### config.mk
export PLATFORM = sky130hd
export DESIGN_NAME = key_unlock_guard
export DESIGN_NICKNAME = d
export VERILOG_FILES = /design/src/rtl/kug_pkg.sv /design/src/rtl/kug_decode.sv /design/src/rtl/kug_lock_fsm.sv /design/src/rtl/kug_ctrl_reg.sv /design/src/rtl/key_unlock_guard.sv
export SDC_FILE = /design/constraint.sdc
export NUM_CORES = 1
export LEC_CHECK = 0
export BUFFER_PORTS_ARGS = -buffer_cell sky130_fd_sc_hd__buf_4
export CAP_MARGIN = 15
export CORE_MARGIN = 5
export CORE_UTILIZATION = 40
export CTS_CLUSTER_DIAMETER = 50
export DETAILED_ROUTE_END_ITERATION = 10
export PLACE_DENSITY = 0.78
export RECOVER_POWER = 50
export SLEW_MARGIN = 20
export SYNTH_ARGS = -nofsm -noshare
export SYNTH_HDL_FRONTEND = slang
export SYNTH_SLANG_ARGS = --single-unit
### constraint.sdc
create_clock -name clk -period 2 [get_ports clk]
set_input_delay 0.1 -clock clk [delete_from_list [all_inputs] [get_ports clk]]
set_output_delay 0.1 -clock clk [all_outputs]
set_load 0.02 [all_outputs]
### src/rtl/kug_pkg.sv
package kug_pkg;
  localparam int unsigned BUS_DW = 32;
  localparam logic [BUS_DW-1:0] KEY_FIRST  = 32'h4567_0123;
  localparam logic [BUS_DW-1:0] KEY_SECOND = 32'hCDEF_89AB;

  typedef enum logic [1:0] {
    ST_LOCKED   = 2'd0,
    ST_KEY1_OK  = 2'd1,
    ST_UNLOCKED = 2'd2,
    ST_FROZEN   = 2'd3
  } kug_state_e;

  // Next state of the guard after a key register write.
  function automatic kug_state_e key_step(kug_state_e cur, logic [BUS_DW-1:0] wd);
    kug_state_e nxt;
    case (cur)
      ST_LOCKED:  nxt = (wd == KEY_FIRST)  ? ST_KEY1_OK  : ST_FROZEN;
      ST_KEY1_OK: nxt = (wd == KEY_SECOND) ? ST_UNLOCKED : ST_FROZEN;
      default:    nxt = ST_FROZEN;
    endcase
    return nxt;
  endfunction

  // A key write is wrong whenever it leads into the frozen state.
  function automatic logic key_is_bad(kug_state_e cur, logic [BUS_DW-1:0] wd);
    return key_step(cur, wd) == ST_FROZEN;
  endfunction
endpackage

### src/rtl/kug_decode.sv
module kug_decode #(
  parameter int unsigned AW        = 4,
  parameter int unsigned CTRL_ADDR = 0,
  parameter int unsigned KEY_ADDR  = 1
) (
  input  logic          req,
  input  logic          we,
  input  logic [AW-1:0] addr,
  input  logic          busy,
  output logic          hit_ctrl,
  output logic          hit_key,
  output logic          stall,
  output logic          ready,
  output logic          wr_ctrl_fire,
  output logic          wr_key_fire,
  output logic          rd_fire
);
  localparam logic [AW-1:0] CTRL_A = AW'(CTRL_ADDR);
  localparam logic [AW-1:0] KEY_A  = AW'(KEY_ADDR);

  always_comb begin
    hit_ctrl     = (addr == CTRL_A);
    hit_key      = (addr == KEY_A);
    stall        = req & we & hit_ctrl & busy;
    ready        = req & ~stall;
    wr_ctrl_fire = ready & we & hit_ctrl;
    wr_key_fire  = ready & we & hit_key;
    rd_fire      = ready & ~we;
  end
endmodule

### src/rtl/kug_lock_fsm.sv
module kug_lock_fsm
  import kug_pkg::*;
(
  input  logic              clk,
  input  logic              rst_n,
  input  logic              key_fire,
  input  logic [BUS_DW-1:0] key_data,
  input  logic              relock_req,
  output kug_state_e        state_o,
  output logic              unlocked_o,
  output logic              key_err_o
);
  kug_state_e state_q;

  always_ff @(posedge clk or negedge rst_n) begin
    if (!rst_n) begin
      state_q <= ST_LOCKED;
    end else if (key_fire) begin
      state_q <= key_step(state_q, key_data);
    end else if (relock_req && state_q == ST_UNLOCKED) begin
      state_q <= ST_LOCKED;
    end
  end

  always_comb begin
    state_o    = state_q;
    unlocked_o = (state_q == ST_UNLOCKED);
    key_err_o  = key_fire & key_is_bad(state_q, key_data);
  end

  p_frozen_sticky_r10: assert property (@(posedge clk) disable iff (!rst_n)
    state_q == ST_FROZEN |=> state_q == ST_FROZEN);

  p_unlock_after_key1_r3: assert property (@(posedge clk) disable iff (!rst_n)
    $rose(unlocked_o) |-> $past(state_q) == ST_KEY1_OK);

  p_key_when_open_freezes_r6: assert property (@(posedge clk) disable iff (!rst_n)
    (key_fire && state_q == ST_UNLOCKED) |=> state_q == ST_FROZEN);
endmodule

### src/rtl/kug_ctrl_reg.sv
module kug_ctrl_reg
  import kug_pkg::*;
#(
  parameter int unsigned LOCK_BIT = 31
) (
  input  logic              clk,
  input  logic              rst_n,
  input  logic              wr_en,
  input  logic [BUS_DW-1:0] wdata,
  input  logic              locked,
  output logic [BUS_DW-1:0] view_o
);
  localparam logic [BUS_DW-1:0] LOCK_MASK = BUS_DW'(1) << LOCK_BIT;

  logic [BUS_DW-1:0] data_q;

  function automatic logic [BUS_DW-1:0] make_view(logic [BUS_DW-1:0] d, logic lk);
    return (d & ~LOCK_MASK) | (lk ? LOCK_MASK : '0);
  endfunction

  always_ff @(posedge clk or negedge rst_n) begin
    if (!rst_n)     data_q <= '0;
    else if (wr_en) data_q <= wdata & ~LOCK_MASK;
  end

  assign view_o = make_view(data_q, locked);

  p_lock_bit_never_stored_r7: assert property (@(posedge clk) disable iff (!rst_n)
    wr_en |=> (data_q & LOCK_MASK) == '0);
endmodule

### src/rtl/key_unlock_guard.sv
module key_unlock_guard
  import kug_pkg::*;
#(
  parameter int unsigned AW        = 4,
  parameter int unsigned CTRL_ADDR = 0,
  parameter int unsigned KEY_ADDR  = 1,
  parameter int unsigned LOCK_BIT  = 31
) (
  input  logic              clk,
  input  logic              rst_n,
  input  logic              bus_req,
  input  logic              bus_we,
  input  logic [AW-1:0]     bus_addr,
  input  logic [BUS_DW-1:0] bus_wdata,
  input  logic              bus_busy,
  output logic [BUS_DW-1:0] bus_rdata,
  output logic              bus_ready,
  output logic              bus_err,
  output logic [BUS_DW-1:0] ctrl_value
);
  logic       hit_ctrl, hit_key, stall;
  logic       wr_ctrl_fire, wr_key_fire, rd_fire;
  logic       unlocked, key_err, relock_req, ctrl_we, ctrl_reject;
  kug_state_e state;
  logic [BUS_DW-1:0] view;

  kug_decode #(.AW(AW), .CTRL_ADDR(CTRL_ADDR), .KEY_ADDR(KEY_ADDR)) u_dec (
    .req(bus_req), .we(bus_we), .addr(bus_addr), .busy(bus_busy),
    .hit_ctrl(hit_ctrl), .hit_key(hit_key), .stall(stall), .ready(bus_ready),
    .wr_ctrl_fire(wr_ctrl_fire), .wr_key_fire(wr_key_fire), .rd_fire(rd_fire)
  );

  assign ctrl_we     = wr_ctrl_fire & unlocked;
  assign ctrl_reject = wr_ctrl_fire & ~unlocked;
  assign relock_req  = ctrl_we & bus_wdata[LOCK_BIT];

  kug_lock_fsm u_fsm (
    .clk(clk), .rst_n(rst_n), .key_fire(wr_key_fire), .key_data(bus_wdata),
    .relock_req(relock_req), .state_o(state), .unlocked_o(unlocked),
    .key_err_o(key_err)
  );

  kug_ctrl_reg #(.LOCK_BIT(LOCK_BIT)) u_reg (
    .clk(clk), .rst_n(rst_n), .wr_en(ctrl_we), .wdata(bus_wdata),
    .locked(~unlocked), .view_o(view)
  );

  always_comb begin
    bus_err    = key_err | ctrl_reject;
    bus_rdata  = (rd_fire && hit_ctrl) ? view : '0;
    ctrl_value = view;
  end

  p_busy_holds_write_r8: assert property (@(posedge clk) disable iff (!rst_n)
    (bus_req && bus_we && hit_ctrl && bus_busy) |-> !bus_ready);

  p_rejected_write_no_effect_r2: assert property (@(posedge clk) disable iff (!rst_n)
    ctrl_reject |=> $stable(ctrl_value));

  p_err_only_with_ready_r9: assert property (@(posedge clk) disable iff (!rst_n)
    bus_err |-> bus_ready && bus_we);

  p_frozen_reads_locked_r4: assert property (@(posedge clk) disable iff (!rst_n)
    state == ST_FROZEN |-> ctrl_value[LOCK_BIT]);
endmodule

==> results of run 1 <==
## power by group through the flow
stage	Clock (mW)	Sequential (mW)	Combinational, mW
3_5_place_dp	0	0.760	0.292
4_1_cts	0.764	0.751	0.296
6_report	0.748	0.750	0.261
3_3_place_gp	0	0.760	0.286
2_1_floorplan	0	0.798	0.0779
5_1_grt	0.807	0.758	0.286
## per-layer routing
metal | up-vias | global-route usage, % | part of all wire (%)
met1 | 706 | 20.5 | 38
met4 | 0 | 6.13 | 0.93
met5 | - | 0 | 0
met3 | 4 | 5.95 | 9.9
met2 | 69 | 28.8 | 51
li1 | 713 | - | -
## cell families (layout without fill, tap and decap cells)
kind of cell / after synthesis / after routing
AOI/OAI and AO/OA: 5 / 5
muxes: 32 / 32
and+or+nand+nor: 61 / 61
buffers and inverters: 6 / 121
DFF: 33 / 33
## cell type report
class | instances | area share [%]
flip-flops and latches | 33 | 31.9
clock buffers | 5 | 2.66
multi-input cells | 98 | 31.4
clock inverters | 3 | 2.66
well taps | 50 | 2.42
repair buffers | 113 | 28.9
## repair_timing
| item | 4_1_cts | 5_1_grt |
|---|---|---|
| endpoints found under the hold margin | 33 | 0 |
| gates resized for setup | 2 | 1 |
| setup endpoints to repair | 1 | 1 |
| gates cloned | 0 | 0 |
| pin swaps | 1 | 4 |
| setup buffers | 1 | 0 |
| hold buffers | 1 | 0 |
## state kept, by name (all words and copies together) (netlist names)
signal / cells
u_fsm.state_o: 2
u_reg.data_q: 31
## metrics by stage
stage / instances / cell area [µm²]
final: 302 / 2580
after global routing: 302 / 2580
after CTS: 302 / 2700
after detailed placement: 292 / 2530
after global placement: 292 / 2530
after floorplan: 137 / 1660
## path summary, 6_finish.rpt
check                                 start                to
max                        u_fsm.state_o[1]           bus_err
min                            bus_wdata[6]   u_reg.data_q[6]
max reg2reg                u_fsm.state_o[0]   u_reg.data_q[0]
min reg2reg                 u_reg.data_q[6]   u_reg.data_q[6]
max in group asynchronous             rst_n  u_fsm.state_o[0]
min in group asynchronous             rst_n  u_reg.data_q[18]
## cell usage in the layout, fill, tap and decap left out, drive strengths merged
master       synthesis  routed
or4                  2       2
nor3                 4       4
a22o                 1       1
and2                32      32
nand2                4       4
nand4bb              1       1
buf                  3      80
mux2                31      31
dfrtp               33      33
mux2i                1       1
or3                  1       1
a21bo                1       1
nor4                 3       3
dlygate4sd3          0       1
nor4bb               1       1
nor2                 3       3
inv                  0       1
nor4b                2       2
bufinv               0       2
o21a                 1       1
a21oi                1       1
nand2b               1       1
nand3                3       3
a211o                1       1
nor3b                1       1
clkbuf               3      37
nand4                3       3
## worst max-delay path: cells and delay by family, from the launching register on
kind / cells / cell delay, ps
flops: 1 / 420
simple gates: 2 / 500
compound gates: 2 / 470
buf+inv: 1 / 130
==> qor.csv, run 1 <==
stage;metric;value;unit
logic_synthesis;ys_seq_elements;33;
route;drtPass1Iterations;4;
logic_synthesis;synthMuxAreaShare;21.6;%
timing;tightestPinTransition;791;ps
route;vias;1492;
route;wirelength;4.52;mm
worst_setup_path;worstSetupPathType;reg2out;
logic_synthesis;synth_cells;137;
clock_tree;cts_sinks;33;
worst_setup_path;path_cells;nor4bb_4, nand4_1, a211o_1, a22o_1, buf_6;
logic_synthesis;yosysTopAreaCell;dfrtp_1;
worst_setup_path;rr_worst_depth;4;
timing;setup_ws;101;ps
placed_design;place_ws;133;ps
logic_synthesis;synthArstFlopShare;100;%
timing;finalSetupViolCount;0;
timing;slew_headroom;47.2;%
timing;fmax;0.527;GHz
worst_setup_path;crit_slowest_cell;dfrtp_1;
logic_synthesis;synth_compound_gate_area_share;2.41;%
worst_setup_path;cp-start-kind;register;
power;clockPowerShare;42.5;%
timing;finalHoldViolations;0;
timing;fin_skew;6.58;ps
grt;grt_pass1_vias;1598;
logic_synthesis;synthAdderAreaFrac;0;%
logic_synthesis;yosys.area_share.simple;23.6;%
power;power_density;680;mW/mm²
worst_setup_path;cp_data_required_time;1900;ps
worst_setup_path;worst-path-max-fanout;3;
clock_tree;cts_buffers;5;
logic_synthesis;synth_area;0.00166;mm²
min_path;hp-class;in2reg;
worst_setup_path;r2r_slack;320;ps
grt;grt.overflow.total;0;
logic_synthesis;ys_top_cells_by_area;dfrtp_1 (50%), mux2_2 (20%), and2_1 (12%);
worst_setup_path;worstPathArrival;1800;ps
timing;timing.final.max_slew_violations;0;
layout;fillers;364;
layout;fin_util;64.6;%
power;p_leak;1.30;nW
flow_run;max_cap_viol_count;0;
route;final_antenna_net_count;0;
worst_setup_path;crit_path_end_kind;output port;
worst_setup_path;max_stage_delay;420;ps
placed_design;io_buffers;106;
logic_synthesis;synthXorXnorAreaFrac;0;%
power;p_int;1.34;mW
clock_tree;clockBufferDepth;2;
clock_tree;clock_latency;280;ps
layout;multiInputGateArea;811;µm²
logic_synthesis;ys_warn_count;0;
layout;area_growth;55.6;%
route;via_per_inst;4.94;
placed_design;place.gp.congestion;0.742;
timing;finalSetupTns;0;ps
grt;grt_use_total;17.2;%
floorplan;ios;107;
logic_synthesis;ys_types;27;
layout;regArea;826;µm²
timing;finalCritPeriodShare;94.9;%
layout;layout.nets;292;
clock_tree;cts_root_buffer;clkbuf_8;
logic_synthesis;synth_top_family_by_area;simple AND/OR/NAND/NOR gates;
min_path;hold_depth;2;
clock_tree;clk_pin_slew_worst_paths;70;ps
floorplan;dieArea;0.00554;mm²
grt;grt_start_max_net_pins;34;
power;total_power;1.76;mW
route;drt-initial-drc-count;59;
floorplan;core;0.00400;mm²
logic_synthesis;synth_area_per_cell;12.1;µm²
timing;rsz0062_at_grt;true;
grt;grt_pass1_wl;7.31;mm
logic_synthesis;synth_top_flop_cell;dfrtp_1;
timing;whs;54.9;ps
logic_synthesis;synth_common_cells;dfrtp_1 (33), and2_1 (32), mux2_2 (29);
floorplan;die_w;74.5;µm
layout;drive_gt1_share;48.8;%
clock_tree;htreeDepth;2;
power;vdd_drop_max;0.409;mV
route;drc;0;
logic_synthesis;synth_edf_count;0;
floorplan;start_util;41.5;%
power;sw_frac_of_total;23.9;%
floorplan;num_rows;23;
logic_synthesis;mappedNetlistNets;178;
layout;diodes;0;
logic_synthesis;ys_seq_area_share;49.7;%
route;wl_per_cell;15.0;µm
floorplan;die_h;74.5;µm
power;p_sw;0.421;mW
logic_synthesis;yosysMostFrequentCell;dfrtp_1;
timing;min_period;1900;ps
grt;antenna_found_initial;0;
logic_synthesis;synth_top_area_share;49.7;%
status;status;complete, no violations;
power;share_seq_of_total_power;42.6;%
clock_tree;cts_tree;done;
power;p_comb_share;14.9;%
placed_design;place_hpwl;3.69;mm
(Power assumes the default switching activity.)
==> run 2: changes to the inputs <==
--- a/config.mk
+++ b/config.mk
@@ -11,6 +11,8 @@
 export CORE_UTILIZATION = 40
 export CTS_CLUSTER_DIAMETER = 50
 export DETAILED_ROUTE_END_ITERATION = 10
+export GPL_TIMING_DRIVEN = 0
+export MAX_ROUTING_LAYER = met4
 export PLACE_DENSITY = 0.78
 export RECOVER_POWER = 50
 export SLEW_MARGIN = 20
==> run 2 against run 1 <==
Against the previous run:
- first-iteration DRC count down 25%
- count of clock-buffer cells in the layout grew 1
- sequential cell count stayed put
- fmax barely moved
- combinational power hardly changed
- final cell count grew 0.33%
- hold slack worse by 22 ps
- sequential share of layout area rose by 0.31 points
- worst setup slack better by 0.80 ps
- total power shrank 5.1%
- via count increased by 1.5%
==> qor.csv, run 2 (synthesis gave the netlist of run 1 again) <==
stage;metric;value;unit;change
status;status;complete, no violations;;
grt;grt.overflow.total;0;;unchanged
placed_design;place_ws;-131;ps;-264 ps
clock_tree;cts_tree;done;;
power;p_sw;0.429;mW;+2.0%
route;final_antenna_net_count;0;;unchanged
clock_tree;cts_buffers;5;;unchanged
timing;fmax;0.527;GHz;about the same
worst_setup_path;crit_family;simple AND/OR/NAND/NOR gates;;
floorplan;die_h;74.5;µm;unchanged
clock_tree;clockBufferDepth;2;;unchanged
layout;top_register;u_reg.data_q;;
layout;area_growth;54.1;%;
grt;antenna_found_initial;0;;unchanged
timing;tightestPinTransition;809;ps;+17.3 ps
timing;finalSetupViolCount;0;;unchanged
power;vdd_drop_max;0.513;mV;+25%
floorplan;die_w;74.5;µm;unchanged
timing;finalHoldViolations;0;;unchanged
layout;final_common_cell;buf_4;;
grt;grt_start_max_net_pins;34;;unchanged
flow_run;max_cap_viol_count;0;;unchanged
route;wirelength;4.65;mm;+2.8%
power;total_power;1.67;mW;-5.1%
worst_setup_path;path_cells;buf_4, or4_4, nor3b_2, clkbuf_1, and2_1, buf_4;;
layout;largest_reg_flops;31;;unchanged
timing;finalCritPeriodShare;94.9;%;about the same
route;drc;0;;unchanged
worst_setup_path;cp-start-kind;input pin;;
worst_setup_path;worst-path-buf-inv;3;;+2
worst_setup_path;worstPathArrival;1800;ps;about the same
power;p_comb_share;15.6;%;+0.7 points
grt;grt_pass1_vias;1574;;-1.5%
worst_setup_path;max_stage_delay;570;ps;+150 ps
floorplan;core;0.00400;mm²;unchanged
layout;layout.nets;293;;+0.34%
timing;whs;33.3;ps;-21.5 ps
worst_setup_path;crit_slowest_cell;or4_4;;
timing;slew_headroom;46.1;%;-1.2 points
timing;rsz0062_at_grt;true;;
grt;grt_pass1_wl;7.43;mm;+1.6%
worst_setup_path;crit_cells;6;;+1
timing;fin_skew;3.99;ps;-2.59 ps
layout;fillers;352;;-3.3%
power;power_density;652;mW/mm²;-4.1%
worst_setup_path;worst-path-max-fanout;10;;+7
worst_setup_path;cp_data_required_time;1900;ps;about the same
layout;design_area;0.00256;mm²;-0.97%
layout;finalNonFillerCells;303;;+0.33%
placed_design;place_inst;293;;+0.34%
worst_setup_path;crit_top_cell;buf_4;;
power;p_int;1.24;mW;-7.3%
worst_setup_path;worstSetupPathType;in2out;;
route;drt-initial-drc-count;44;;-25%
placed_design;place.gp.congestion;0.740;;-0.27%
placed_design;dpl-instance-area;0.00252;mm²;-0.40%
power;clockPowerShare;39.7;%;-2.8 points
timing;timing.final.max_slew_violations;0;;unchanged
power;p_leak;1.28;nW;-1.3%
layout;final_cell_mix;buf_4 (75), dfrtp_1 (33), and2_1 (32), clkbuf_1 (31), mux2_2 (29);;
route;vias;1514;;+1.5%
power;sw_frac_of_total;25.7;%;+1.8 points
grt;grt_use_total;18.5;%;+1.3 points
layout;diodes;0;;unchanged
floorplan;ios;107;;unchanged
floorplan;dieArea;0.00554;mm²;unchanged
timing;min_period;1900;ps;-0.804 ps
min_path;hp-class;in2reg;;
worst_setup_path;rr_worst_depth;4;;unchanged
power;share_seq_of_total_power;44.8;%;+2.2 points
floorplan;start_util;41.5;%;unchanged
min_path;hold_depth;2;;unchanged
placed_design;io_buffers;106;;unchanged
layout;drive_gt1_share;49.0;%;+0.20 points
clock_tree;cts_root_buffer;clkbuf_8;;
placed_design;place_hpwl;3.73;mm;+1.1%
worst_setup_path;crit_path_end_kind;output port;;
route;via_per_inst;5.00;;+1.1%
clock_tree;htreeDepth;2;;unchanged
timing;setup_ws;102;ps;+0.804 ps
clock_tree;clock_latency;290;ps;about the same
clock_tree;cts_sinks;33;;unchanged
floorplan;num_rows;23;;unchanged
clock_tree;clk_pin_slew_worst_paths;70;ps;about the same
route;wl_per_cell;15.3;µm;+2.4%
route;drtPass1Iterations;4;;unchanged
run 2: cell count changes in the layout (fill, tap and decap cells not counted), sizes merged:
cell      previous run  this run
buf                 80        79
bufinv               2         1
clkbuf              37        40
clkinvlp             0         1
inv                  1         0
run 2: path summary, 6_finish.rpt:
check | from | slack [ps] | endpoint
max reg2reg | u_fsm.state_o[0] | 250 | u_reg.data_q[26]
max | bus_addr[1] | 100 | bus_rdata[16]
min in group asynchronous | rst_n | 430 | u_reg.data_q[17]
min | bus_wdata[6] | 30 | u_reg.data_q[6]
max in group asynchronous | rst_n | 1060 | u_reg.data_q[26]
min reg2reg | u_reg.data_q[17] | 520 | u_reg.data_q[17]
run 2: per-stage QoR:
step / TNS, ps / util [%]
after CTS: 0 / 66.7
after floorplan: 0 / -
final: 0 / 64.0
after global placement: -3020 / 63.0
after global routing: -12.8 / 64.0
after detailed placement: -3340 / 63.0
run 2: per-layer routing:
layer  GRT usage (%)  vias to the layer above  share of wire (%)  routed length, µm
met5               -                        -                  0                  0
met4            7.71                        0               0.95                 44
met3            6.08                        5                8.5                394
met2            29.4                       68                 50               2310
met1            21.4                      724                 41               1900
li1                -                      717                  -                  -
run 2: layout make-up:
type | count | area, µm² | area share [%]
Clock buffer | 6 | 82.6 | 3.23
Tap cell | 50 | 62.6 | 2.44
Multi-Input combinational cell | 98 | 802 | 31.3
Timing Repair Buffer | 108 | 702 | 27.4
Clock inverter | 2 | 37.5 | 1.47
Buffer | 6 | 47.5 | 1.86
Sequential cell | 33 | 826 | 32.3
run 2: power groups by stage:
stage / clock [mW] / combinational (mW) / sequential [mW]
2_1_floorplan: 0 / 0.0779 / 0.798
3_3_place_gp: 0 / 0.285 / 0.759
3_5_place_dp: 0 / 0.291 / 0.759
4_1_cts: 0.678 / 0.294 / 0.749
5_1_grt: 0.703 / 0.286 / 0.754
6_report: 0.662 / 0.260 / 0.747
run 2: timing repair:
action	CTS	global route
pin swaps	1	3
setup endpoints to repair	31	14
resized for setup	2	5
setup buffers	1	0
hold buffers	1	0
hold endpoints to repair	33	0
